--- config.mk ---
export PLATFORM = sky130hd
export DESIGN_NAME = dma_gctl_regs
export DESIGN_NICKNAME = d
export VERILOG_FILES = /design/src/rtl/dma_gctl_pkg.sv /design/src/rtl/dma_gctl_decode.sv /design/src/rtl/dma_gctl_datapath.sv /design/src/rtl/dma_gctl_regs.sv
export SDC_FILE = /design/constraint.sdc
export NUM_CORES = 1
export LEC_CHECK = 0
export BUFFER_PORTS_ARGS = -buffer_cell sky130_fd_sc_hd__buf_2
export CAP_MARGIN = 15
export CORE_ASPECT_RATIO = 1.75
export CORE_MARGIN = 10
export CORE_UTILIZATION = 41
export DETAILED_ROUTE_END_ITERATION = 8
export GPL_ROUTABILITY_DRIVEN = 0
export PLACE_DENSITY = 0.76
export SETUP_SLACK_MARGIN = 0.3
export SYNTH_ARGS = -nofsm -noshare
export SYNTH_HDL_FRONTEND = slang
export SYNTH_SLANG_ARGS = --single-unit
--- constraint.sdc ---
create_clock -name clk -period 0.9 [get_ports clk]
set_input_delay 0.045 -clock clk [delete_from_list [all_inputs] [get_ports clk]]
set_output_delay 0.045 -clock clk [all_outputs]
set_load 0.05 [all_outputs]
--- src/rtl/dma_gctl_pkg.sv ---
package dma_gctl_pkg;
  localparam int BUS_W = 32;

  // word indices of the register map (byte offset = index * 4)
  localparam int WI_CTRL  = 0;
  localparam int WI_PEND  = 1;
  localparam int WI_DB    = 2;
  localparam int WI_DBSET = 3;
  localparam int WI_CKEN  = 4;
  localparam int WI_CKSET = 5;
  localparam int WI_CKCLR = 6;
  localparam int WI_MASK  = 7;

  // control word bit positions
  localparam int BIT_EN    = 0;
  localparam int BIT_AERR  = 2;
  localparam int BIT_HALT  = 3;
  localparam int BIT_PERFA = 27;
  localparam int BIT_PERFB = 31;

  typedef struct packed {
    logic ctrl;
    logic pend;
    logic dbSet;
    logic ckEn;
    logic ckSet;
    logic ckClr;
    logic chMask;
  } wrStrobe_t;

  typedef enum logic [2:0] {
    RS_CTRL  = 3'd0,
    RS_PEND  = 3'd1,
    RS_DB    = 3'd2,
    RS_DBSET = 3'd3,
    RS_CKEN  = 3'd4,
    RS_CKSET = 3'd5,
    RS_CKCLR = 3'd6,
    RS_MASK  = 3'd7
  } rdSel_t;
endpackage

--- src/rtl/dma_gctl_decode.sv ---
module dma_gctl_decode
  import dma_gctl_pkg::*;
#(
  parameter int ADDR_W = 5
) (
  input  logic              busWrEn,
  input  logic [ADDR_W-1:0] busAddr,
  output wrStrobe_t         wrStb,
  output rdSel_t            rdSel,
  output logic              inMap
);
  localparam int IDX_W = ADDR_W - 2;

  logic [IDX_W-1:0] wordIdx;
  logic [1:0]       unusedLow;
  int unsigned      idxU;

  assign wordIdx   = busAddr[ADDR_W-1:2];
  assign unusedLow = busAddr[1:0];

  always_comb begin
    idxU  = 32'(wordIdx);
    inMap = (idxU <= 32'(WI_MASK));
    rdSel = rdSel_t'(wordIdx[2:0]);
    wrStb = '0;
    if (busWrEn && inMap) begin
      unique case (idxU)
        WI_CTRL:  wrStb.ctrl   = 1'b1;
        WI_PEND:  wrStb.pend   = 1'b1;
        WI_DBSET: wrStb.dbSet  = 1'b1;
        WI_CKEN:  wrStb.ckEn   = 1'b1;
        WI_CKSET: wrStb.ckSet  = 1'b1;
        WI_CKCLR: wrStb.ckClr  = 1'b1;
        WI_MASK:  wrStb.chMask = 1'b1;
        default:  ; // doorbell status word is read-only
      endcase
    end
  end
endmodule

--- src/rtl/dma_gctl_datapath.sv ---
module dma_gctl_datapath
  import dma_gctl_pkg::*;
#(
  parameter int NUM_CH = 8
) (
  input  logic              clk,
  input  logic              rstN,
  input  wrStrobe_t         wrStb,
  input  rdSel_t            rdSel,
  input  logic              inMap,
  input  logic [BUS_W-1:0]  wrData,
  input  logic [NUM_CH-1:0] evTerm,
  input  logic [NUM_CH-1:0] evHalt,
  input  logic [NUM_CH-1:0] evAddrErr,
  output logic [BUS_W-1:0]  rdData,
  output logic [NUM_CH-1:0] fetchReq,
  output logic [NUM_CH-1:0] clkEn,
  output logic              irq,
  output logic [NUM_CH-1:0] pendVec,
  output logic              globEn,
  output logic              haltSum,
  output logic              addrErrSum
);
  logic [NUM_CH-1:0] evAny;
  logic [NUM_CH-1:0] pendQ, dbQ, reqQ, ckQ, maskQ;
  logic [NUM_CH-1:0] wdCh;
  logic              enQ, perfAQ, perfBQ, haltQ, aerrQ;
  logic [BUS_W-1:0]  ctrlWord;
  logic              unusedWd;

  assign evAny    = evTerm | evHalt | evAddrErr;
  assign wdCh     = wrData[NUM_CH-1:0];
  assign unusedWd = ^wrData;

  // global control word
  always_ff @(posedge clk or negedge rstN) begin
    if (!rstN) begin
      enQ    <= 1'b0;
      perfAQ <= 1'b0;
      perfBQ <= 1'b0;
      haltQ  <= 1'b0;
      aerrQ  <= 1'b0;
    end else begin
      if (wrStb.ctrl) begin
        enQ    <= wrData[BIT_EN];
        perfAQ <= wrData[BIT_PERFA];
        perfBQ <= wrData[BIT_PERFB];
      end
      if (|evHalt)                               haltQ <= 1'b1;
      else if (wrStb.ctrl && !wrData[BIT_HALT])  haltQ <= 1'b0;
      if (|evAddrErr)                            aerrQ <= 1'b1;
      else if (wrStb.ctrl && !wrData[BIT_AERR])  aerrQ <= 1'b0;
    end
  end

  // per-channel state slices
  for (genvar ch = 0; ch < NUM_CH; ch++) begin : g_ch
    always_ff @(posedge clk or negedge rstN) begin
      if (!rstN) begin
        pendQ[ch] <= 1'b0;
        dbQ[ch]   <= 1'b0;
        reqQ[ch]  <= 1'b0;
        ckQ[ch]   <= 1'b0;
        maskQ[ch] <= 1'b0;
      end else begin
        if (evAny[ch])                       pendQ[ch] <= 1'b1;
        else if (wrStb.pend && !wdCh[ch])    pendQ[ch] <= 1'b0;

        reqQ[ch] <= dbQ[ch] & ~reqQ[ch];
        dbQ[ch]  <= (dbQ[ch] & ~reqQ[ch]) | (wrStb.dbSet & wdCh[ch]);

        if (wrStb.ckEn)                      ckQ[ch] <= wdCh[ch];
        else if (wrStb.ckSet && wdCh[ch])    ckQ[ch] <= 1'b1;
        else if (wrStb.ckClr && wdCh[ch])    ckQ[ch] <= 1'b0;

        if (wrStb.chMask)                    maskQ[ch] <= wdCh[ch];
      end
    end
  end

  always_comb begin
    ctrlWord            = '0;
    ctrlWord[BIT_EN]    = enQ;
    ctrlWord[BIT_AERR]  = aerrQ;
    ctrlWord[BIT_HALT]  = haltQ;
    ctrlWord[BIT_PERFA] = perfAQ;
    ctrlWord[BIT_PERFB] = perfBQ;
  end

  always_comb begin
    rdData = '0;
    if (inMap) begin
      unique case (rdSel)
        RS_CTRL:                    rdData = ctrlWord;
        RS_PEND:                    rdData[NUM_CH-1:0] = pendQ;
        RS_DB, RS_DBSET:            rdData[NUM_CH-1:0] = dbQ;
        RS_CKEN, RS_CKSET, RS_CKCLR: rdData[NUM_CH-1:0] = ckQ;
        RS_MASK:                    rdData[NUM_CH-1:0] = maskQ;
        default:                    rdData = '0;
      endcase
    end
  end

  assign fetchReq   = reqQ;
  assign clkEn      = ckQ;
  assign irq        = enQ & (|pendQ);
  assign pendVec    = pendQ;
  assign globEn     = enQ;
  assign haltSum    = haltQ;
  assign addrErrSum = aerrQ;
endmodule

--- src/rtl/dma_gctl_regs.sv ---
module dma_gctl_regs
  import dma_gctl_pkg::*;
#(
  parameter int NUM_CH = 8,
  parameter int ADDR_W = 5
) (
  input  logic              clk,
  input  logic              rstN,
  input  logic              busWrEn,
  input  logic [ADDR_W-1:0] busAddr,
  input  logic [31:0]       busWrData,
  output logic [31:0]       busRdData,
  input  logic [NUM_CH-1:0] evTerm,
  input  logic [NUM_CH-1:0] evHalt,
  input  logic [NUM_CH-1:0] evAddrErr,
  output logic [NUM_CH-1:0] fetchReq,
  output logic [NUM_CH-1:0] clkEn,
  output logic              irq
);
  wrStrobe_t         wrStb;
  rdSel_t            rdSel;
  logic              inMap;
  logic [NUM_CH-1:0] pendVec;
  logic              globEn, haltSum, addrErrSum;

  dma_gctl_decode #(.ADDR_W(ADDR_W)) u_decode (
    .busWrEn (busWrEn),
    .busAddr (busAddr),
    .wrStb   (wrStb),
    .rdSel   (rdSel),
    .inMap   (inMap)
  );

  dma_gctl_datapath #(.NUM_CH(NUM_CH)) u_dp (
    .clk        (clk),
    .rstN       (rstN),
    .wrStb      (wrStb),
    .rdSel      (rdSel),
    .inMap      (inMap),
    .wrData     (busWrData),
    .evTerm     (evTerm),
    .evHalt     (evHalt),
    .evAddrErr  (evAddrErr),
    .rdData     (busRdData),
    .fetchReq   (fetchReq),
    .clkEn      (clkEn),
    .irq        (irq),
    .pendVec    (pendVec),
    .globEn     (globEn),
    .haltSum    (haltSum),
    .addrErrSum (addrErrSum)
  );
endmodule

== Yosys cells after proc, flatten, opt, wreduce, memory -nomap -nowiden ==
Cells that the tools add are included.

* Register bits: 45
* Output and inout bits: 49
* Logic and storage cells: 199

* Mux-type cells: 54
* Eq/ne operators: 7
* Bitwise operators: 35
* Reductions and logical operators: 58

{| class="wikitable"
|+ Operators by type and width
! operator !! number
|-
| 1-bit two-way mux || 51
|-
| 8-bit case mux with 5 select lines || 1
|-
| 1-bit logical AND || 26
|-
| 24-bit two-way mux || 1
|-
| 3-bit nonzero test || 8
|-
| 8-bit OR reduction || 3
|-
| 2-bit nonzero test || 10
|-
| 1-bit bitwise AND || 17
|-
| 8-bit OR || 2
|-
| 3-bit equality test (second input constant) || 4
|-
| 1-bit logical NOT || 8
|-
| 1-bit inverter || 8
|-
| 1-bit OR || 8
|-
| 7-bit two-way mux || 1
|-
| 3-bit by 2-bit equality test with 1-bit output (second input constant) || 2
|-
| 3-bit by 1-bit equality test with 1-bit output (second input constant) || 1
|-
| 3-bit logical NOT || 1
|-
| 3-bit OR reduction || 1
|-
| 2-bit OR reduction || 1
|}

== Logic depth before layout (Yosys ltp) ==
Gate-level depths: netlist of run 1.

* Depth after elaboration: 7
* Gate-level depth with buffers: 5

== Cells and area by module ==
A second synthesis of run 1 with hierarchy kept.

* Cell total of the unflattened synthesis: 217
* Area total of the unflattened synthesis: 2,296.0 µm²

{| class="wikitable"
|+ Modules (own cells, without submodules)
! module !! sequential area each (µm²) !! area each (µm²) !! instances !! cells an instance
|-
| dma_gctl_datapath || 1,126.1 || 2,178.3 || 1 || 205
|-
| dma_gctl_decode || 0.0 || 117.6 || 1 || 12
|}

== Worst setup path before layout of run 1 ==
No wires, ideal clock.

* Kind: register to output
* From: register u_dp.ckQ[0] (netlist: u_dp.clkEn[0])
* To: output busRdData[0]
* Arrival time: 1,643 ps
* Path slack: -788 ps
* Required time: 855 ps
* Stages on the path, launching flop included: 4
* Path through: dfrtp_1 nand2b_1 nand3_1 a21oi_1

* Longest elaborated chain between the ends: 1

{| class="wikitable"
|+ Ends and longest elaborated chain
! item !! line !! source
|-
| start, declared || dma_gctl_datapath.sv:25 || <nowiki>logic [NUM_CH-1:0] pendQ, dbQ, reqQ, ckQ, maskQ;</nowiki>
|-
| start signal, assigned by index || dma_gctl_datapath.sv:72 || <nowiki>if (wrStb.ckEn) ckQ[ch] <= wdCh[ch];</nowiki>
|-
| 8-bit case mux with 5 select lines || dma_gctl_datapath.sv:93 || <nowiki>unique case (rdSel)</nowiki>
|-
| end, declared || dma_gctl_regs.sv:12 || <nowiki>output logic [31:0] busRdData,</nowiki>
|}

Every way passes these cells.

== Final worst setup path of run 1 ==
* From: register u_dp.maskQ[6]
* To: output busRdData[6]

* Longest elaborated chain between the ends: 1

{| class="wikitable"
|+ Ends and longest elaborated chain
! item !! line !! source
|-
| start, declared || dma_gctl_datapath.sv:25 ||
|-
| start signal, assigned by index || dma_gctl_datapath.sv:76 || <nowiki>if (wrStb.chMask) maskQ[ch] <= wdCh[ch];</nowiki>
|-
| 8-bit case mux with 5 select lines || dma_gctl_datapath.sv:93 ||
|}

Every way passes these cells.

==> results of run 1 <==
## area by class of cell
type                    count  area share
flip-flops and latches     45      0.3136
clock buffers               6     0.02259
repair buffers            117      0.2972
well taps                  55     0.01883
clock inverters             2     0.01027
multi-input cells         162      0.3304
inverters                   7    0.007189
## layout by cell type, fill, tap and decap left out, types with 5 or more instances in the layout
cell type   n
buf_12      5
nor2b_4     9
o21ai_2     9
nor2_1      5
buf_8      10
buf_2      37
o21ai_0     8
clkbuf_8    6
nand2_1    18
mux2_4      7
a22o_1     13
dfrtp_2    16
a21o_1      8
nor3_1      8
dfrtp_1    29
conb_1     22
buf_6      42
a222oi_1    5
buf_4      21
nand3_1     5
inv_2       6
## metal layers
layer	global-route usage	wire length, µm
met4	0.1051	316
met3	0.03376	563
met1	0.1787	2615
met5	0	0
met2	0.3108	4306
## logic make-up after synthesis
family	Yosys count	share of synthesized area
flops	45	0.5053
buf+inv	36	0.1028
simple gates	71	0.1595
other cells	1	0.001683
compound gates	58	0.1769
mux	11	0.05390
## power by group through the flow
stage               registers, µW  logic (µW)  clock network [µW]
floorplan                    3310        1260                   0
global placement             2680        2600                   0
CTS                          2780        3330                1630
finish                       2780        3640                1600
detailed placement           2700        2630                   0
global route                 2820        3820                1710
## worst max-delay path, cell delays in order, from the launching register on
cell      delay [ns]
dfrtp_1         0.38
a22o_1          0.21
a222oi_1        0.36
inv_2           0.06
buf_6           0.16
## stage by stage
| stage | worst slack, ns | total power (µW) |
|---|---|---|
| 4_1_cts | -0.6315 | 7740 |
| 6_report | -0.6229 | 8012 |
| 2_1_floorplan | -0.2669 | 4575 |
| 3_3_place_gp | -0.3997 | 5273 |
| 5_1_grt | -0.6687 | 8350 |
| 3_5_place_dp | -0.4447 | 5332 |
## timing repair
action,CTS,global route
setup buffers,2,10
gates resized for setup,120,20
setup endpoints to repair,72,72
pin swaps,20,13
endpoints found under the hold margin,56,53
## flip-flops by register name, indices dropped and copies added (netlist names)
| signal | cells |
|---|---|
| u_dp.perfAQ | 1 |
| u_dp.haltSum | 1 |
| u_dp.dbQ | 8 |
| u_dp.clkEn | 8 |
| u_dp.pendVec | 8 |
| u_dp.fetchReq | 8 |
| u_dp.addrErrSum | 1 |
| u_dp.perfBQ | 1 |
| u_dp.maskQ | 8 |
| u_dp.globEn | 1 |
## worst paths after layout
path,start,end,slack (ns)
min in group clk,evTerm[5],u_dp.pendVec[5],-0.07
hold / removal,rstN,u_dp.pendVec[0],-0.38
hold reg to reg,u_dp.fetchReq[0],u_dp.fetchReq[0],0.47
max in group asynchronous,rstN,u_dp.clkEn[3],0.83
setup reg to reg,u_dp.clkEn[5],u_dp.clkEn[5],-0.04
setup / recovery,u_dp.maskQ[6],busRdData[6],-0.62
==> results.md, run 1 <==
- Clock root buffer master: clkbuf_8
- RSZ-0062 raised after global routing: yes
- Critical Path Source Type: flip-flop
- Antenna violations before repair: 0
- FMAX: 0.6566 GHz
- Total CTS buffers: 5
- Total die area: just under 0.009 mm²
- Post-route ant nets: 0
- Post-route cell area: 0.003655 mm²
- Ranking of synthesized cells by area: dfrtp_1, buf_4, a22o_1
- Fraction of layout cells with a size suffix above 1: 0.5723
- Fillcell total: around 370
- HP Class: in -> async
- Chip Width: around 76 µm
- CTS tree: yes
- Max cap viols: 0
- Setup Skew: between 0.0001 and 0.00015 ns
- Initial Util: 0.4240
- Core ar.: 0.005255 mm²
- Clk buf depth: 2
- Status: finished with violations
- Synth cell count leaders: dfrtp_1, buf_4, nand2_1, o21ai_0, a22o_1
- Top-count cell post-synth: dfrtp_1
- Static leakage: 0.001803 µW
- Worst EP required: 0.85 ns
- Combinational share of power: 0.454
- Synth-to-layout area growth: 64.01%
- Post-synth ARST share: 1.000
- Cell Count, Final, Fillers Out: 394
- CTS Hold Bufs: 2
- Synth warnings: 0
- Setup WS post-layout: -0.6229 ns
- Remaining global-route overflow: 0
- Multi-input logic area: between 0.001 and 0.0015 mm²
- P_sw: 3007 µW
- Die Y: 117.5 µm
- Flop pwr share: 0.346
- Pwr Density: 2192 mW/mm²
- Slew margin rel.: 0.6021
- Largest area contributor in the netlist: dfrtp_1
- Final Hold Viols: 55
- Final setup violation count: 32
- Worst VDD drop: around 1200 µV
- Critical Path Fanout Max: 2
- Number of synthesized flops with an enable pin: 0
- Via density: 5.495
- Crit. End Element: output pin
- Yosys cell types: 28
- Placed cells: 372
- Final Util: 0.6955
- Failing checks: negative hold slack, negative setup slack
- Final Cycle Share: 1.692
- Synthesis-stage register bit count: 45
- Register area: 0.001146 mm²
- Port buffer count: 66
- # rows: 35
- Number of global-route vias before repair: 2,402
- Seq/Total Area, Yosys: 0.5053
- Switch share: 0.3754
- Cell Area, Synth: 0.002228 mm²
- Largest net degree at the start of global routing: 28
- Clk sinks: 45
- First-pass GRT wire length: approximately 12,000 µm
- Synth Instances: about 220
- Top Ports: 113
- DRC: 0
- Drt total wl: a little under 8000 µm
- N_diodes: 0
- H-tree depth: 2
- Total number of vias: 2,165
- HPWL after DPL: 5657 µm
- Nets: 402
- Total track usage: 0.1764
- Post-route minimum period: ~1.5 ns
- Setup TNS Final: -6.668 ns
- Clock transition at path regs: 0.08 ns
- R2R cell count: 3
- Worst slew pin tran: 0.5968 ns
- Avg WL per Cell: 19.80 µm
- Drt pass-1 iters: 7
- Critical Setup Path Class: reg -> out
- Yosys top cell area share: 0.5053
- Clk pwr share: 0.200
- Top FF cell, synth: dfrtp_1
- Clock Latency Late Sink: ~0.30 ns
- Avg Cell Area, Syn: 10.04 µm²
- Int Power: ~5000 µW
- Pins over their slew limit: 0
- CP arrival: approximately 1.5 ns
- WHS: -0.3773 ns
- Placed inst area: just under 0.003 mm²
- Initial drt markers: a little over 200
Note: power is estimated with default switching activity, not from simulation.
==> run 2: changes to the inputs <==
--- a/config.mk
+++ b/config.mk
@@ -12,6 +12,7 @@
 export CORE_UTILIZATION = 41
 export DETAILED_ROUTE_END_ITERATION = 8
 export GPL_ROUTABILITY_DRIVEN = 0
+export MAX_ROUTING_LAYER = met4
 export PLACE_DENSITY = 0.76
 export SETUP_SLACK_MARGIN = 0.3
 export SYNTH_ARGS = -nofsm -noshare
==> run 2 against run 1 <==
The flow still finishes with violations (negative hold slack, negative setup slack). Sequential cell count unchanged. Critical path depth unchanged. Sequential power about the same. Final area unchanged. Worst hold slack improved by 0.0018 ns. Non-clock buffer count unchanged. Critical endpoint unchanged. Largest cell class unchanged. Highest routed layer unchanged.
==> results.md, run 2 (synthesis results as in run 1) <==
- Status: finished with violations
- Total track usage: 0.1810 (+0.004596)
- Total CTS buffers: 5 (unchanged)
- Critical Path Fanout Max: 2 (unchanged)
- Pwr Density: 2191 mW/mm² (about the same)
- Critical Setup Path Class: reg -> out
- Pins over their slew limit: 0 (unchanged)
- Most frequent cells in the layout: buf_6, buf_2, dfrtp_1, conb_1, buf_4
- Failing checks: negative hold slack, negative setup slack
- Die Y: 117.5 µm (unchanged)
- Final Hold Viols: 54 (-1.8%)
- Via density: 5.431 (-1.2%)
- Clk sinks: 45 (unchanged)
- Setup WS post-layout: -0.6302 ns (-0.007312 ns)
- Port buffer count: 66 (unchanged)
- Antenna violations before repair: 0 (unchanged)
- Fillcell total: 368 (unchanged)
- Clk buf depth: 2 (unchanged)
- WHS: -0.3755 ns (+0.001840 ns)
- Worst slew pin tran: 0.5847 ns (-0.01213 ns)
- CP arrival: 1.49 ns (about the same)
- RSZ-0062 raised after global routing: yes
- Placed inst area: 0.002939 mm² (unchanged)
- Initial drt markers: 183 (-11%)
- Max cap viols: 0 (unchanged)
- Synth-to-layout area growth: 64.01% (unchanged)
- Remaining global-route overflow: 0 (unchanged)
- Drt pass-1 iters: 4 (-3)
- First-pass GRT wire length: 12,120 µm (-0.17%)
- Crit. End Element: output pin
- # rows: 35 (unchanged)
- H-tree depth: 2 (unchanged)
- Worst EP required: 0.85 ns (about the same)
- Avg WL per Cell: 19.80 µm (about the same)
- Clock root buffer master: clkbuf_8
- Nets: 402 (unchanged)
- Post-route cell area: 0.003655 mm² (unchanged)
- Largest net degree at the start of global routing: 28 (unchanged)
- CTS Hold Bufs: 2 (unchanged)
- Critical Path Source Type: flip-flop
- Slew margin rel.: 0.6102 (+0.008088)
- Post-route ant nets: 0 (unchanged)
- Most common cell after layout, fill and taps aside: buf_6
- N_diodes: 0 (unchanged)
- HPWL after DPL: 5657 µm (unchanged)
- Core ar.: 0.005255 mm² (unchanged)
- Fraction of layout cells with a size suffix above 1: 0.5723 (unchanged)
- Worst VDD drop: 1208 µV (about the same)
- Clock transition at path regs: 0.08 ns (about the same)
- Post-route minimum period: 1.530 ns (+0.007312 ns)
- FMAX: 0.6535 GHz (-0.48%)
- Total number of vias: 2,140 (-1.2%)
- CTS tree: yes
- Number of global-route vias before repair: 2,403 (+0.042%)
- Total die area: 0.008900 mm² (unchanged)
- Drt total wl: 7803 µm (about the same)
- DRC: 0 (unchanged)
- Initial Util: 0.4240 (unchanged)
- Top Ports: 113 (unchanged)
- Final setup violation count: 32 (unchanged)
- Setup Skew: 0.0001592 ns (+0.00002537 ns)
- Final Cycle Share: 1.700 (+0.008124)
- Chip Width: 75.73 µm (unchanged)
- Static leakage: 0.001803 µW (unchanged)
- Clock Latency Late Sink: 0.30 ns (about the same)
- Final Util: 0.6955 (unchanged)
- HP Class: in -> async
-- run 2: cell counts in the layout (fill, tap and decap cells not counted) --
No cell type changed its count.
-- run 2: timing repair --
action                     CTS  global route
buffers inserted             2            10
setup endpoints to repair   72            72
hold endpoints to repair    56            53
cloned                       0             0
pin swaps                   20            13
gates resized for setup    120            20
-- run 2: report_power, final --
group	total [µW]	internal [µW]	switching [µW]	leakage, µW
clock	1590	903	691	0.0000574
sequential	2780	2450	324	0.000511
combinational	3640	1650	1990	0.00123
total	8010	5000	3000	0.00180
-- run 2: worst paths after layout --
kind	start	to	slack (ns)	depth (start not counted)
setup / recovery	u_dp.maskQ[6]	busRdData[6]	-0.63	4
hold / removal	rstN	u_dp.pendVec[0]	-0.38	1
setup reg to reg	u_dp.clkEn[5]	u_dp.clkEn[5]	-0.03	3
hold reg to reg	u_dp.fetchReq[0]	u_dp.fetchReq[0]	0.47	1
max in group asynchronous	rstN	u_dp.clkEn[3]	0.82	2
min in group clk	evTerm[5]	u_dp.pendVec[5]	-0.06	3
-- run 2: stage by stage --
step | power (µW) | setup TNS, ns | std cells | setup WS (ns) | hold WS, ns
2_1_floorplan | 4575 | -1.752 | 243 | -0.2669 | -0.2506
3_3_place_gp | 5273 | -11.61 | 372 | -0.3997 | -0.05440
3_5_place_dp | 5332 | -12.61 | 372 | -0.4447 | -0.04998
4_1_cts | 7740 | -6.649 | 384 | -0.6315 | -0.3770
5_1_grt | 8350 | -7.805 | 394 | -0.6687 | -0.3755
6_report | 8007 | -6.581 | 394 | -0.6302 | -0.3755
-- run 2: per-layer routing --
layer  vias up  global-route usage  routed length, µm
met5         -                   -                  0
met4         0              0.1051                300
met3        24             0.03376                523
met2        96              0.3108               4342
met1      1041              0.1787               2636
li1        979                   -                  -
-- run 2: critical path: stages (launching register included) --
cell and delay [ns]:
dfrtp_1 0.38, a22o_1 0.21, a222oi_1 0.37, inv_2 0.06, buf_6 0.16
-- run 2: area by class of cell --
type                            instances  area, µm²  share of cell area
Tap cell                               55      68.82             0.01883
Timing Repair Buffer                  117       1086              0.2972
Clock inverter                          2      37.54             0.01027
Inverter                                7      26.28            0.007189
Multi-Input combinational cell        162       1207              0.3304
Clock buffer                            6      82.58             0.02259
Sequential cell                        45       1146              0.3136
